$ cat src/rtl/spi_cfg_pkg.sv
package spi_cfg_pkg;

  localparam logic [31:0] OFS_REV      = 32'h00;
  localparam logic [31:0] OFS_SYSCFG   = 32'h10;
  localparam logic [31:0] OFS_SYSSTAT  = 32'h14;
  localparam logic [31:0] OFS_IRQSTAT  = 32'h18;
  localparam logic [31:0] OFS_IRQEN    = 32'h1C;
  localparam logic [31:0] OFS_WAKE     = 32'h20;
  localparam logic [31:0] OFS_SYSTEST  = 32'h24;
  localparam logic [31:0] OFS_MODCTRL  = 32'h28;
  localparam logic [31:0] CH_BASE      = 32'h2C;
  localparam logic [31:0] CH_STRIDE    = 32'h14;

  localparam logic [31:0] MASK_SYSCFG  = 32'h0000_031D;
  localparam logic [31:0] MASK_IRQEN   = 32'h0001_777F;
  localparam logic [31:0] MASK_WAKE    = 32'h0000_0001;
  localparam logic [31:0] MASK_SYSTEST = 32'h0000_0FFF;
  localparam logic [31:0] MASK_MODCTRL = 32'h0000_000F;

  localparam logic [2:0] IDX_STATUS  = 3'd1;
  localparam logic [2:0] IDX_RECEIVE = 3'd4;

  typedef enum logic [3:0] {
    RD_NONE, RD_REV, RD_SYSCFG, RD_SYSSTAT, RD_IRQSTAT,
    RD_IRQEN, RD_WAKE, RD_SYSTEST, RD_MODCTRL, RD_CHAN
  } rdSrc_e;

  typedef struct packed {
    logic   wrSysCfg;
    logic   softRst;
    logic   wrIrqStat;
    logic   wrIrqEn;
    logic   wrWake;
    logic   wrSysTest;
    logic   wrModCtrl;
    rdSrc_e rdSrc;
  } regStb_t;

  function automatic logic [31:0] chBase(int c);
    return CH_BASE + CH_STRIDE * 32'(c);
  endfunction

endpackage

$ cat src/rtl/spi_cfg_decode.sv
module spi_cfg_decode
  import spi_cfg_pkg::*;
#(
  parameter int NCH    = 4,
  parameter int ADDR_W = 8
) (
  input  logic              busValid,
  input  logic              busWrite,
  input  logic              busFull,
  input  logic [ADDR_W-1:0] busAddr,
  input  logic              softBit,
  output regStb_t           stb,
  output logic [NCH-1:0]    chWrStb,
  output logic [NCH-1:0]    chRdStb,
  output logic [2:0]        chRegIdx
);

  logic        accessOk;
  logic [31:0] addr32;

  assign accessOk = busValid && busFull && (busAddr[1:0] == 2'b00);
  assign addr32   = 32'(busAddr);

  always_comb begin
    stb       = '0;
    stb.rdSrc = RD_NONE;
    chWrStb   = '0;
    chRdStb   = '0;
    chRegIdx  = '0;
    if (accessOk) begin
      case (addr32)
        OFS_REV:     stb.rdSrc = RD_REV;
        OFS_SYSSTAT: stb.rdSrc = RD_SYSSTAT;
        OFS_SYSCFG: begin
          stb.rdSrc    = RD_SYSCFG;
          stb.softRst  = busWrite && softBit;
          stb.wrSysCfg = busWrite && !softBit;
        end
        OFS_IRQSTAT: begin
          stb.rdSrc     = RD_IRQSTAT;
          stb.wrIrqStat = busWrite;
        end
        OFS_IRQEN: begin
          stb.rdSrc   = RD_IRQEN;
          stb.wrIrqEn = busWrite;
        end
        OFS_WAKE: begin
          stb.rdSrc  = RD_WAKE;
          stb.wrWake = busWrite;
        end
        OFS_SYSTEST: begin
          stb.rdSrc     = RD_SYSTEST;
          stb.wrSysTest = busWrite;
        end
        OFS_MODCTRL: begin
          stb.rdSrc     = RD_MODCTRL;
          stb.wrModCtrl = busWrite;
        end
        default: ;
      endcase
      for (int c = 0; c < NCH; c++) begin
        if (addr32 >= chBase(c) && addr32 < chBase(c + 1)) begin
          chRegIdx  = 3'((addr32 - chBase(c)) >> 2);
          stb.rdSrc = RD_CHAN;
          if (busWrite)
            chWrStb[c] = (chRegIdx != IDX_STATUS) && (chRegIdx != IDX_RECEIVE);
          else
            chRdStb[c] = 1'b1;
        end
      end
    end
  end

endmodule

$ cat src/rtl/spi_cfg_regs.sv
module spi_cfg_regs
  import spi_cfg_pkg::*;
#(
  parameter int          NCH      = 4,
  parameter logic [31:0] REVISION = 32'h0000_0010
) (
  input  logic           clk,
  input  logic           rstN,
  input  regStb_t        stb,
  input  logic [31:0]    wdata,
  input  logic [NCH-1:0] txEmptyEvt,
  input  logic [NCH-1:0] rxFullEvt,
  input  logic [NCH-1:0] txOnlyMode,
  input  logic [NCH-1:0] turboMode,
  input  logic [31:0]    chRdata,
  output logic [31:0]    rdata,
  output logic [31:0]    irqStatQ,
  output logic           ovrActive,
  output logic           irqOut
);

  logic [31:0] sysCfgQ, irqEnQ, wakeQ, sysTestQ, modCtrlQ;
  logic [31:0] setVec, clrVec;

  assign ovrActive = modCtrlQ[3] && sysTestQ[11];

  always_comb begin
    setVec = '0;
    for (int c = 0; c < NCH; c++) begin
      setVec[4*c]     = txEmptyEvt[c];
      setVec[4*c + 2] = rxFullEvt[c] && !txOnlyMode[c] && !turboMode[c];
    end
    clrVec = (stb.wrIrqStat && !ovrActive) ? wdata : '0;
  end

  always_ff @(posedge clk or negedge rstN) begin
    if (!rstN) begin
      sysCfgQ  <= '0;
      irqStatQ <= '0;
      irqEnQ   <= '0;
      wakeQ    <= '0;
      sysTestQ <= '0;
      modCtrlQ <= '0;
    end else if (stb.softRst) begin
      sysCfgQ  <= '0;
      irqStatQ <= '0;
      irqEnQ   <= '0;
      wakeQ    <= '0;
      sysTestQ <= '0;
      modCtrlQ <= '0;
    end else begin
      irqStatQ <= (irqStatQ & ~clrVec) | setVec;
      if (stb.wrSysCfg)  sysCfgQ  <= wdata & MASK_SYSCFG;
      if (stb.wrIrqEn)   irqEnQ   <= wdata & MASK_IRQEN;
      if (stb.wrWake)    wakeQ    <= wdata & MASK_WAKE;
      if (stb.wrSysTest) sysTestQ <= wdata & MASK_SYSTEST;
      if (stb.wrModCtrl) modCtrlQ <= wdata & MASK_MODCTRL;
    end
  end

  assign irqOut = |(irqStatQ & irqEnQ);

  always_comb begin
    case (stb.rdSrc)
      RD_REV:     rdata = REVISION;
      RD_SYSCFG:  rdata = sysCfgQ;
      RD_SYSSTAT: rdata = 32'h1;
      RD_IRQSTAT: rdata = irqStatQ;
      RD_IRQEN:   rdata = irqEnQ;
      RD_WAKE:    rdata = wakeQ;
      RD_SYSTEST: rdata = sysTestQ;
      RD_MODCTRL: rdata = modCtrlQ;
      RD_CHAN:    rdata = chRdata;
      default:    rdata = '0;
    endcase
  end

endmodule

$ cat src/rtl/spi_cfg_frontend.sv
module spi_cfg_frontend
  import spi_cfg_pkg::*;
#(
  parameter int          NCH      = 4,
  parameter int          ADDR_W   = 8,
  parameter logic [31:0] REVISION = 32'h0000_0010
) (
  input  logic              clk,
  input  logic              rstN,
  input  logic              busValid,
  input  logic              busWrite,
  input  logic              busFull,
  input  logic [ADDR_W-1:0] busAddr,
  input  logic [31:0]       busWdata,
  output logic [31:0]       busRdata,
  input  logic [NCH-1:0]    txEmptyEvt,
  input  logic [NCH-1:0]    rxFullEvt,
  input  logic [NCH-1:0]    txOnlyMode,
  input  logic [NCH-1:0]    turboMode,
  output logic              irqOut,
  output logic              softRstPulse,
  output logic [NCH-1:0]    chWrStb,
  output logic [NCH-1:0]    chRdStb,
  output logic [2:0]        chRegIdx,
  output logic [31:0]       chWdata,
  input  logic [31:0]       chRdata
);

  regStb_t     stb;
  logic [31:0] irqStatQ;
  logic        ovrActive;

  spi_cfg_decode #(.NCH(NCH), .ADDR_W(ADDR_W)) uDecode (
    .busValid (busValid),
    .busWrite (busWrite),
    .busFull  (busFull),
    .busAddr  (busAddr),
    .softBit  (busWdata[1]),
    .stb      (stb),
    .chWrStb  (chWrStb),
    .chRdStb  (chRdStb),
    .chRegIdx (chRegIdx)
  );

  spi_cfg_regs #(.NCH(NCH), .REVISION(REVISION)) uRegs (
    .clk        (clk),
    .rstN       (rstN),
    .stb        (stb),
    .wdata      (busWdata),
    .txEmptyEvt (txEmptyEvt),
    .rxFullEvt  (rxFullEvt),
    .txOnlyMode (txOnlyMode),
    .turboMode  (turboMode),
    .chRdata    (chRdata),
    .rdata      (busRdata),
    .irqStatQ   (irqStatQ),
    .ovrActive  (ovrActive),
    .irqOut     (irqOut)
  );

  assign softRstPulse = stb.softRst;
  assign chWdata      = busWdata;

endmodule

$ cat config.mk
export PLATFORM = sky130hd
export DESIGN_NAME = spi_cfg_frontend
export DESIGN_NICKNAME = d
export VERILOG_FILES = /design/src/rtl/spi_cfg_pkg.sv /design/src/rtl/spi_cfg_decode.sv /design/src/rtl/spi_cfg_regs.sv /design/src/rtl/spi_cfg_frontend.sv
export SDC_FILE = /design/constraint.sdc
export NUM_CORES = 1
export LEC_CHECK = 0
export ABC_CLOCK_PERIOD_IN_PS = 4300
export BUFFER_PORTS_ARGS = -buffer_cell sky130_fd_sc_hd__buf_2
export CAP_MARGIN = 30
export CELL_PAD_IN_SITES_DETAIL_PLACEMENT = 1
export CELL_PAD_IN_SITES_GLOBAL_PLACEMENT = 1
export CORE_MARGIN = 2
export CORE_UTILIZATION = 36
export DETAILED_ROUTE_END_ITERATION = 10
export PLACE_DENSITY_LB_ADDON = 0.1
export SLEW_MARGIN = 15
export SYNTH_ARGS = -nofsm -noshare
export SYNTH_HDL_FRONTEND = slang
export SYNTH_SLANG_ARGS = --single-unit
$ cat constraint.sdc
create_clock -name clk -period 4.3 [get_ports clk]
set_input_delay 1.075 -clock clk [delete_from_list [all_inputs] [get_ports clk]]
set_output_delay 1.075 -clock clk [all_outputs]
set_load 0.01 [all_outputs]
Yosys cells after proc, flatten, opt, wreduce, memory -nomap -nowiden
Index checks and enable logic that the tools add are counted.
Widths: inputs -> output; s select.
{ "totals": {"register_bits": 192, "input_bits": 93, "output_inout_bits": 77, "elab_cells": 131} }
{ "op_classes": {"addsub": 4, "magnitude_cmp": 8, "eq_ne": 24, "muxes": 45, "bitwise": 4, "n_reduce_logical": 40} }
{ "op_table": {"columns": ["op", "count"], "rows": [
  ["$mux 32", 12],
  ["$pmux 32 s9", 1],
  ["$and 32x32->32", 2],
  ["$eq 8x5->1 const B", 4],
  ["$logic_not 32->1", 1],
  ["$lt 8x7->1 const B", 4],
  ["$not 32->32", 1],
  ["$or 32x15->32", 1],
  ["$pmux 4 s8", 1],
  ["$reduce_or 32->1", 1],
  ["$eq 8x6->1 const B", 3],
  ["$ge 8x7->1 const B", 3],
  ["$mux 4", 6],
  ["$logic_and 1x1->1", 22],
  ["$mux 1", 18],
  ["$eq 4x3->1 const B", 4],
  ["$mux 3", 5],
  ["$ne 3x1->1 const B", 4],
  ["$ne 3x3->1 const B", 4],
  ["$mux 11", 1],
  ["$logic_not 1->1", 10],
  ["$reduce_bool 2->1", 5],
  ["$sub 5x4->5 const B", 2],
  ["$eq 4x2->1 const B", 2],
  ["7 further kinds", 8]
]} }

Longest topological paths before layout
Gate-level depths: netlist of the first run.
{ "depth": {"depth_word": 13, "ltp_mapped": 9, "mapped_depth_nobuf": 7} }

By module
A second synthesis of the first run with hierarchy kept.
{ "unflattened": {"cells_unflattened": 466, "hier_area_um2": 4479.3} }
{ "by_module_without_submodules": {"columns": ["module", "instances", "cells_per_inst", "area_each_um2", "seq_area_each_um2"], "rows": [
  ["spi_cfg_regs", 1, 345, 3549.7, 1726.7],
  ["spi_cfg_decode", 1, 89, 689.4, 0.0],
  ["spi_cfg_frontend", 1, 32, 240.2, 0.0]
]} }

Least setup slack after synthesis of the first run
Ideal clock, no wire load.
{ "synth_path": {"path_kind": "input -> output", "startpoint": "in busAddr[3]", "endpoint": "out busRdata[10]", "arrival_time_ns": 2.940, "required_time_ns": 3.225, "slack_ns": 0.285, "stages": 9, "path_buffers": 2, "path_cell_list": "inv_1 > ha_1 > or3b_1 > nor3b_2 > nor2_1 > and3_1 > buf_4 > buf_6 > a221o_1"} }
{ "synth_between": {"elab_chain_len": 9, "word_cells_on_any_way": 36, "cone_classes": "order compare (8); eq/ne (16); mux (7); reduce/logical (5)"} }
{ "synth_lines": {"columns": ["element", "line_no", "rtl"], "rows": [
  ["from (decl)", "spi_cfg_frontend.sv:13", "input logic [ADDR_W-1:0] busAddr,"],
  ["$ge 8x6->1, or another cell as far along", "spi_cfg_decode.sv:62", "if (addr32 >= chBase(c) && addr32 < chBase(c + 1)) begin"],
  ["$logic_and 1x1->1 / $pmux 4 s8 (equally long branches)", "spi_cfg_decode.sv:62, spi_cfg_decode.sv:31", null],
  ["$mux 4 (3 in a row)", "spi_cfg_decode.sv:62", null],
  ["$mux 4 *", "spi_cfg_decode.sv:62", null],
  ["$mux 11 *", "spi_cfg_decode.sv:30", "if (accessOk) begin"],
  ["$eq 4x4->1, or another cell as far along", "spi_cfg_regs.sv:64", "case (stb.rdSrc)"],
  ["$pmux 32 s9 *", "spi_cfg_regs.sv:64", null],
  ["to (decl)", "spi_cfg_frontend.sv:15", "output logic [31:0] busRdata,"]
]} }
Every way passes the cells marked *; elsewhere a longest branch is shown, timed or not.

Worst setup path in the final report of the first run
{ "layout_path": {"startpoint": "in busAddr[2]", "endpoint": "out busRdata[4]"} }
The elaborated chain is that of the path after synthesis.

==> flow_summary.ini, run 1 <==
[status]
status = finished clean

[synthesis]
synth-xor-area-share = 0.00579
yosys.area_share.simple = 0.235
synth_compound_area_frac = 0.201
ys_ff_latch = 69
synth_area_um2 = 4540
synthArstFlopShare = 1.00
synth_top_area_frac = 0.380
yosysWarningCount = 0
synth.area.top_cells = dfrtp_1 (38%), nand2_1 (6.0%), buf_4 (5.6%), and3_1 (4.8%), mux2i_1 (4.6%)
synth_cells = 515
synth_cell_types = 68
syn_area_per_cell_um2 = 8.82
synth_top_cell_by_area = dfrtp_1
ys.flop_type = dfrtp_1
ys_seq_area_frac = 0.380
synth_mux_area_frac = 0.0537
synth-edff-count = 0
synth_fp_nets = 616
synth_top_family_by_area = simple AND/OR/NAND/NOR gates
synth_fa_ha_area_frac = 0.0220

[worst_hold_path]
hold_class = reg2reg
hold_depth = 2
min_from = uRegs.sysCfgQ[3]
min_delay_worst_endpoint = uRegs.sysCfgQ[3]

[routing]
viasPerCell = 5.43
wirelength_um = 16000
dr.first_iter.drc_count = 204
wl_per_cell_um = 19.0
drc = 0
ant_nets = 0
dr.pass1.iters = 4
vias = 4582

[clocking]
insertion_delay_ns = 0.33
cts_hold_buf = 0
cts.sinks = 69
cts_max_level = 3
cts_tree = done
postCtsSetupBuffers = 0
clk_path_buf_depth = 2
root_buffer = clkbuf_16
numCtsBuffers = 9
path_clk_slew_ns = 0.06

[pwr]
leakage_nw = 3.10
vdd_ir_drop_max_mv = 0.284
power.density_nw_per_um2 = 268

[finish]
area_growth_pct = 28.0
fill_cells = 1544
drive_gt1_frac = 0.362
final_common_cell = buf_2
multi_input_area_um2 = 2370
final_cell_mix = buf_2 (169), nand2_1 (72), dfrtp_1 (69), and3_1 (34)
nets = 768
n_antenna_cell = 0
regArea_um2 = 1730

[floorplanning]
ioPinCount = 170
core-area_um2 = 12500
die_h_um = 116
start_util = 0.364
fp.dieArea_um2 = 13500
die_w_um = 116
fp-row-count = 41

[flow_run]
cap_violations = 0

[setup_path]
rr_worst_depth = 3
endpoint_kind = primary output
crit_fanout = 7
crit_type = in2out
worstPathArrival_ns = 3.16
cp-start-kind = primary input
reg2reg_from = uRegs.modCtrlQ[3]
critPathRequiredTime_ns = 3.22
ff2ff_setup_slack_ns = 2.93
timing.rr.end = uRegs.irqStatQ[2]

[sta]
rsz0062_at_grt = false
final-hold-violation-count = 0
skew_ns = 0.00760
period_share = 0.986
max_freq_mhz = 236
timing.hold.ws_ns = 0.496
setup_tns_ns = 0
finalSetupViolCount = 0
worstMarginPinSlew_ns = 0.838
max_slew_margin = 0.441
post-route-min-period_ns = 4.24
slew_violations = 0

[global_route]
grt_pass1_vias = 4627
grt_pass1_wl_um = 24700
grt_max_degree = 58
antenna_found_initial = 0
grt.overflow.total = 0
grt.total_usage = 0.236

[placement]
hpwl_um = 11900
io_buffers = 169
gp_congestion = 0.909
[registers in the layout, indices dropped and copies added (netlist names)]
signal and cells:
uRegs.sysTestQ 12, uRegs.irqEnQ 14, uRegs.sysCfgQ 6, uRegs.wakeQ 1
uRegs.modCtrlQ 4, uRegs.irqStatQ 32
[kinds of logic after synthesis]
family                     after synthesis
AOI/OAI and AO/OA                      121
xor gates and xnor gates                 3
adders and majority gates                8
buffers and inverters                   84
DFF                                     69
muxes                                   24
and+or+nand+nor                        206
[area by class of cell]
type | instances | share of cell area
clock buffer | 10 | 0.0411
sequential | 69 | 0.297
multi-input combinational | 362 | 0.408
tap | 172 | 0.0370
timing repair buffer | 204 | 0.195
inverter | 21 | 0.0136
clock inverter | 6 | 0.00797
[power breakdown]
part	total (W)	leakage (nW)	internal, W	switching, W
clock	0.000713	0.135	0.000410	0.000302
sequential	0.000652	0.922	0.000651	0.00000144
combinational	0.000190	2.04	0.0000801	0.000110
[layer usage]
layer  wire length, um  global-route usage
met5                 0                   0
met3               924              0.0420
met4               318              0.0659
met2              7720               0.400
met1              7070               0.310
[repair_timing]
action | in CTS | in global routing
setup endpoints to repair | 1 | 10
pin swaps | 0 | 1
resized for setup | 1 | 5
[per-stage QoR]
stage,setup slack (ns),std cells,total power (W),cell area (um2),utilization
global route,0.00954,844,0.00162,5810,0.466
detailed placement,0.00402,828,0.000852,5510,0.442
floorplan,0.285,515,0.000756,4540,-
global placement,0.133,828,0.000849,5510,0.442
finish,0.0602,844,0.00156,5810,0.466
CTS,0.0653,844,0.00157,5790,0.465
[critical path, stage by stage]
cell,delay [ns]
buf_2,0.17
inv_1,0.12
ha_1,0.28
or2_2,0.37
and4_4,0.24
and4_1,0.18
o311ai_0,0.32
o2111ai_1,0.23
buf_2,0.19
[worst max-delay path by stage]
stage | from | endpoint | slack, ns | depth (start not counted)
2_1_floorplan | busAddr[3] | busRdata[10] | 0.29 | 9
3_3_place_gp | busAddr[2] | busRdata[13] | 0.13 | 10
3_5_place_dp | busAddr[2] | busRdata[10] | 0.004 | 9
4_1_cts | busAddr[3] | busRdata[10] | 0.07 | 10
5_1_grt | busAddr[2] | busRdata[4] | 0.01 | 9
6_report | busAddr[2] | busRdata[4] | 0.06 | 9
[cells in the mapped netlist (3+ instances only)]
library cell,number
a22o_1,20
nand2_1,72
ha_1,8
or2_1,3
inv_1,20
buf_4,34
mux2_2,3
dfrtp_1,69
buf_2,13
a22oi_1,8
mux2i_1,21
nor3_1,8
nor2_1,35
a21boi_0,5
o211a_1,3
a221o_1,9
a32o_1,3
a21oi_1,25
clkbuf_1,14
o211ai_1,6
nand3_1,11
nor2b_1,4
o21ai_0,13
and3_1,35
nand4_1,16
o31ai_1,4
a211oi_1,3
(Power assumes the default switching activity.)
==> run 2: changes to the inputs <==
--- a/config.mk
+++ b/config.mk
@@ -10,7 +10,6 @@
 export CAP_MARGIN = 30
 export CELL_PAD_IN_SITES_DETAIL_PLACEMENT = 1
 export CELL_PAD_IN_SITES_GLOBAL_PLACEMENT = 1
-export CORE_MARGIN = 2
 export CORE_UTILIZATION = 36
 export DETAILED_ROUTE_END_ITERATION = 10
 export PLACE_DENSITY_LB_ADDON = 0.1
==> constraint.sdc (replaced) <==
create_clock -name clk -period 4.3 [get_ports clk]
set_input_delay 0.215 -clock clk [delete_from_list [all_inputs] [get_ports clk]]
set_output_delay 0.215 -clock clk [all_outputs]
set_load 0.01 [all_outputs]
==> flow_summary.ini, run 2 (synthesis results as in run 1) <==
[clocking]
cts.sinks = 69
cts_tree = done
cts_resized = 0
numCtsBuffers = 9
path_clk_slew_ns = 0.06
root_buffer = clkbuf_16
cts_max_level = 3
clk_path_buf_depth = 2
insertion_delay_ns = 0.34

[pwr]
internal_power_w = 0.00117
p_seq_frac = 0.413
p_sw_w = 0.000409
clockPowerShare = 0.476
p_sw_frac = 0.259
power.density_nw_per_um2 = 280
leakage_nw = 2.99
vdd_ir_drop_max_mv = 0.204
pwr-share-comb = 0.111

[sta]
final-hold-violation-count = 0
slew_violations = 0
post-route-worst-setup-slack_ns = 0.837
skew_ns = 0.00705
max_slew_margin = 0.382
finalSetupViolCount = 0
max_freq_mhz = 289
post-route-min-period_ns = 3.46
worstMarginPinSlew_ns = 0.921
rsz0062_at_grt = false
period_share = 0.805
setup_tns_ns = 0

[finish]
area_growth_pct = 24.3
final_cell_mix = buf_2 (169), nand2_1 (72), dfrtp_1 (69), and3_1 (35), nor2_1 (34)
drive_gt1_frac = 0.331
largest_reg_flops = 32
nets = 746
reg.largest.list = uRegs.irqStatQ: 32 flops, uRegs.irqEnQ: 14 flops, uRegs.sysTestQ: 12 flops
n_antenna_cell = 0
final_common_cell = buf_2
regMostFlops = uRegs.irqStatQ

[setup_path]
crit_fanout = 20
cp-start-kind = primary input
crit_type = in2out
endpoint_kind = primary output
crit_slowest_cell = a21oi_1
worstPathArrival_ns = 3.25
path_cells = buf_2 > ha_1 > o21ai_0 > a21oi_1 > nor2_1 > and3_1 > buf_16 > a221o_1 > buf_2
cp_common_cell = buf_2
critPathRequiredTime_ns = 4.09
max_stage_delay_ns = 0.74

[routing]
wl_per_cell_um = 18.9
vias = 4499
dr.first_iter.drc_count = 307
dr.pass1.iters = 5
ant_nets = 0
viasPerCell = 5.50
wirelength_um = 15500
drc = 0

[worst_hold_path]
hold_class = in2reg

[global_route]
antenna_found_initial = 0
grt_pass1_wl_um = 24200
grt.overflow.total = 0
grt_max_degree = 37
grt_pass1_vias = 4431
grt.total_usage = 0.243

[flow_run]
cap_violations = 0

[floorplanning]
ioPinCount = 170
die_w_um = 114
die_h_um = 114
start_util = 0.373
core-area_um2 = 12200
fp.dieArea_um2 = 13100
fp-row-count = 40

[placement]
dpl_worst_slack_ns = 0.803
gp_congestion = 0.878
hpwl_um = 11400
io_buffers = 169

[status]
status = finished clean
## run 2: cell type report
type / count / area, um2
inverter: 21 / 78.8
tap: 168 / 210
clock buffer: 9 / 225
timing repair buffer: 182 / 971
sequential: 69 / 1730
clock inverter: 7 / 73.8
multi-input combinational: 362 / 2360
fill: 1496 / 6520
## run 2: final timing paths
kind | start | endpoint | slack, ns | depth (start not counted)
worst min-delay path | txEmptyEvt[1] | uRegs.irqStatQ[4] | 0.10 | 3
worst min register to register | uRegs.sysCfgQ[2] | uRegs.sysCfgQ[2] | 0.49 | 2
min in group asynchronous | rstN | uRegs.irqEnQ[14] | 0.49 | 2
worst max register to register | uRegs.modCtrlQ[3] | uRegs.irqStatQ[5] | 2.89 | 4
max in group asynchronous | rstN | uRegs.irqStatQ[19] | 2.85 | 3
worst max-delay path | busAddr[3] | busRdata[6] | 0.84 | 9
## run 2: through the flow
step                cell area (um2)  utilization  hold WS [ns]  std cells  total power, W
floorplan                      4540            -       -0.0806        515        0.000756
global placement               5280        0.434         0.354        797        0.000833
detailed placement             5280        0.434         0.350        797        0.000837
CTS                            5590        0.460        0.0913        814         0.00160
global route                   5640        0.464         0.115        818         0.00165
finish                         5640        0.464         0.101        818         0.00158
## run 2: routing by layer
metal | up-vias | global-route usage | part of all wire
li1 | 2109 | - | -
met5 | - | 0 | 0
met4 | 0 | 0.0693 | 0.019
met1 | 2183 | 0.322 | 0.44
met3 | 24 | 0.0471 | 0.060
met2 | 183 | 0.402 | 0.48
## run 2: repair_timing
| action | 4_1_cts | 5_1_grt |
|---|---|---|
| hold buffers | 1 | 0 |
| buffers inserted | 0 | 0 |
| endpoints found under the hold margin | 35 | 0 |
## run 2: worst max-delay path: cells and delay by family
family	cells	cell delay (ns)
buffers and inverters	3	0.54
adders and majority gates	1	0.44
and+or+nand+nor	2	0.78
AOI/OAI and AO/OA	3	1.26
## run 2: power groups by stage
stage / Combinational (W) / Clock [W] / Sequential (W)
finish: 0.000175 / 0.000753 / 0.000652
global route: 0.000192 / 0.000801 / 0.000652
CTS: 0.000175 / 0.000768 / 0.000652
detailed placement: 0.000173 / 0 / 0.000664
global placement: 0.000169 / 0 / 0.000664
floorplan: 0.0000919 / 0 / 0.000664
==> run 3: changes to the inputs <==
--- a/config.mk
+++ b/config.mk
@@ -5,12 +5,13 @@
 export SDC_FILE = /design/constraint.sdc
 export NUM_CORES = 1
 export LEC_CHECK = 0
-export ABC_CLOCK_PERIOD_IN_PS = 4300
+export ABC_AREA = 1
+export ABC_CLOCK_PERIOD_IN_PS = 2950
 export BUFFER_PORTS_ARGS = -buffer_cell sky130_fd_sc_hd__buf_2
 export CAP_MARGIN = 30
 export CELL_PAD_IN_SITES_DETAIL_PLACEMENT = 1
 export CELL_PAD_IN_SITES_GLOBAL_PLACEMENT = 1
-export CORE_UTILIZATION = 36
+export CORE_UTILIZATION = 32
 export DETAILED_ROUTE_END_ITERATION = 10
 export PLACE_DENSITY_LB_ADDON = 0.1
 export SLEW_MARGIN = 15
==> constraint.sdc (replaced) <==
create_clock -name clk -period 2.95 [get_ports clk]
set_input_delay 0.1475 -clock clk [delete_from_list [all_inputs] [get_ports clk]]
set_output_delay 0.1475 -clock clk [all_outputs]
set_load 0.01 [all_outputs]
==> flow_summary.ini, run 3 <==
[status]
status = finished clean

[routing]
wl_per_cell_um = 16.5
drc = 0
wirelength_um = 16000
dr.first_iter.drc_count = 184
dr.pass1.iters = 4
viasPerCell = 4.95
vias = 4783
ant_nets = 0

[finish]
largest_reg_flops = 32
regMostFlops = uRegs.irqStatQ
final_cell_area_um2 = 5950
reg.largest.list = uRegs.irqStatQ: 32 flops, uRegs.irqEnQ: 14 flops, uRegs.sysTestQ: 12 flops
final_cell_mix = buf_2 (168), nand2_1 (160), dfrtp_1 (69), inv_1 (66), nor2_1 (56)
nets = 883
final_common_cell = buf_2
area_growth_pct = 28.6
n_antenna_cell = 0
fill_cells = 1809
drive_gt1_frac = 0.309

[clocking]
insertion_delay_ns = 0.34
root_buffer = clkbuf_16
cts.sinks = 69
clk_path_buf_depth = 2
cts_tree = done
numCtsBuffers = 9
cts_max_level = 3
path_clk_slew_ns = 0.06
cts_resized = 0

[synthesis]
ys_seq_area_frac = 0.373
synth-edff-count = 0
synth_cell_types = 39
synth.area.top_cells = dfrtp_1 (37%), nand2_1 (13%), buf_4 (5.7%), inv_1 (5.4%), nor2_1 (4.6%)
ys.flop_type = dfrtp_1
synth_fp_nets = 728
synth_top_area_frac = 0.373
synth_cells = 627
synth_top_cell_by_area = dfrtp_1
yosysWarningCount = 0
yosysMostFrequentCell = nand2_1
ys_ff_latch = 69
synthArstFlopShare = 1.00
synth_area_um2 = 4630
synth_common_cells = nand2_1 (160), dfrtp_1 (69), inv_1 (66)
syn_area_per_cell_um2 = 7.38

[setup_path]
cp_common_cell = nand2_1
crit_type = in2out
crit_fanout = 13
cp-start-kind = primary input
path_cells = buf_2 > inv_1 > ha_1 > inv_1 > nor2_1 > nand2_1 > nand2_2 > nor2_2 > inv_2 > nand2_1 > nor2_4 > inv_2 > nor2_4 > nand2_1 > nand2_1 > nor2_1 > nand2_1 > buf_2
worstPathArrival_ns = 2.42
endpoint_kind = primary output
max_stage_delay_ns = 0.35
critPathRequiredTime_ns = 2.80
crit_slowest_cell = nor2_4

[pwr]
leakage_nw = 3.15
power.density_nw_per_um2 = 410
vdd_ir_drop_max_mv = 0.242
power_w = 0.00244

[sta]
post-route-worst-setup-slack_ns = 0.378
post-route-min-period_ns = 2.57
skew_ns = 0.00738
slew_violations = 0
final-hold-violation-count = 0
worstMarginPinSlew_ns = 0.518
rsz0062_at_grt = false
setup_tns_ns = 0
max_slew_margin = 0.655
finalSetupViolCount = 0
period_share = 0.872
max_freq_mhz = 389

[placement]
hpwl_um = 12000
io_buffers = 169
placed_area_um2 = 5430
gp_congestion = 0.829
dpl_worst_slack_ns = 0.381

[global_route]
grt_pass1_wl_um = 25300
antenna_found_initial = 0
grt_pass1_vias = 4833
grt.total_usage = 0.222
grt.overflow.total = 0
grt_max_degree = 70

[flow_run]
cap_violations = 0

[worst_hold_path]
hold_class = in2reg

[floorplanning]
fp-row-count = 43
fp.dieArea_um2 = 14900
core-area_um2 = 14000
die_w_um = 122
ioPinCount = 170
die_h_um = 122
start_util = 0.331
[run 3: cell types whose count changed after synthesis, moves of 9 or more]
cell      before  now
a211oi_1       3   17
inv_1         20   66
nand2_1       72  160
a22o_1        20    1
mux2i_1       21    0
nand3_1       11   31
nor2_1        35   57
o21ai_0       13   41
a221o_1        9    0
and3_1        35    0
[run 3: path summary, 6_finish.rpt]
check | startpoint | to | slack, ns | cells past startpoint
setup / recovery | busAddr[3] | busRdata[2] | 0.38 | 18
hold / removal | busWdata[13] | uRegs.irqStatQ[13] | 0.02 | 2
setup reg to reg | uRegs.modCtrlQ[3] | uRegs.irqStatQ[14] | 1.45 | 7
hold reg to reg | uRegs.sysCfgQ[3] | uRegs.sysCfgQ[3] | 0.49 | 2
max in group asynchronous | rstN | uRegs.irqEnQ[14] | 2.22 | 3
min in group asynchronous | rstN | uRegs.modCtrlQ[3] | 0.19 | 2
[run 3: final cells by class]
| cell class | instances | area [um2] | area share |
|---|---|---|---|
| Timing Repair Buffer | 198 | 1140 | 0.191 |
| Clock inverter | 6 | 93.8 | 0.0158 |
| Tap cell | 180 | 225 | 0.0379 |
| Clock buffer | 10 | 239 | 0.0402 |
| Multi-Input combinational cell | 428 | 2230 | 0.376 |
| Inverter | 76 | 290 | 0.0488 |
| Sequential cell | 69 | 1730 | 0.290 |
[run 3: kinds of logic (layout without fill, tap and decap cells)]
kind of cell | count (synthesis) | after routing | synth area share
and+or+nand+nor | 300 | 300 | 0.298
buffers and inverters | 130 | 290 | 0.144
AOI/OAI and AO/OA | 117 | 117 | 0.157
DFF | 69 | 69 | 0.373
adders and majority gates | 8 | 8 | 0.0216
xor gates and xnor gates | 3 | 3 | 0.00568
[run 3: where the power goes]
part	total [W]	internal (W)	switching (W)
Sequential	0.000954	0.000951	0.00000261
Combinational	0.000272	0.000112	0.000160
Clock	0.00121	0.000769	0.000444
Total	0.00244	0.00183	0.000607
[run 3: routing by layer]
metal | track usage | vias to the layer above | share of wire | wire length, um
li1 | - | 2340 | - | -
met1 | 0.303 | 2318 | 0.45 | 7250
met3 | 0.0302 | 13 | 0.041 | 649
met5 | 0 | - | 0 | 0
met2 | 0.364 | 112 | 0.49 | 7880
met4 | 0.0686 | 0 | 0.013 | 201
[run 3: through the flow]
| step | instances | hold WS [ns] | utilization |
|---|---|---|---|
| 2_1_floorplan | 627 | -0.148 | - |
| 3_3_place_gp | 934 | 0.330 | 0.388 |
| 3_5_place_dp | 934 | 0.325 | 0.388 |
| 4_1_cts | 966 | 0.00817 | 0.423 |
| 5_1_grt | 967 | 0.0189 | 0.425 |
| 6_report | 967 | 0.0223 | 0.425 |
[run 3: worst max-delay path: cells and delay by family]
kind	cells	cell delay, ns
simple gates	11	1.44
buf+inv	6	0.64
fa+ha+maj	1	0.19
[run 3: what timing repair did]
item / CTS / global route
hold buffers: 16 / 0
setup endpoints to repair: 0 / 0
buffers inserted: 0 / 0
endpoints found under the hold margin: 84 / 0
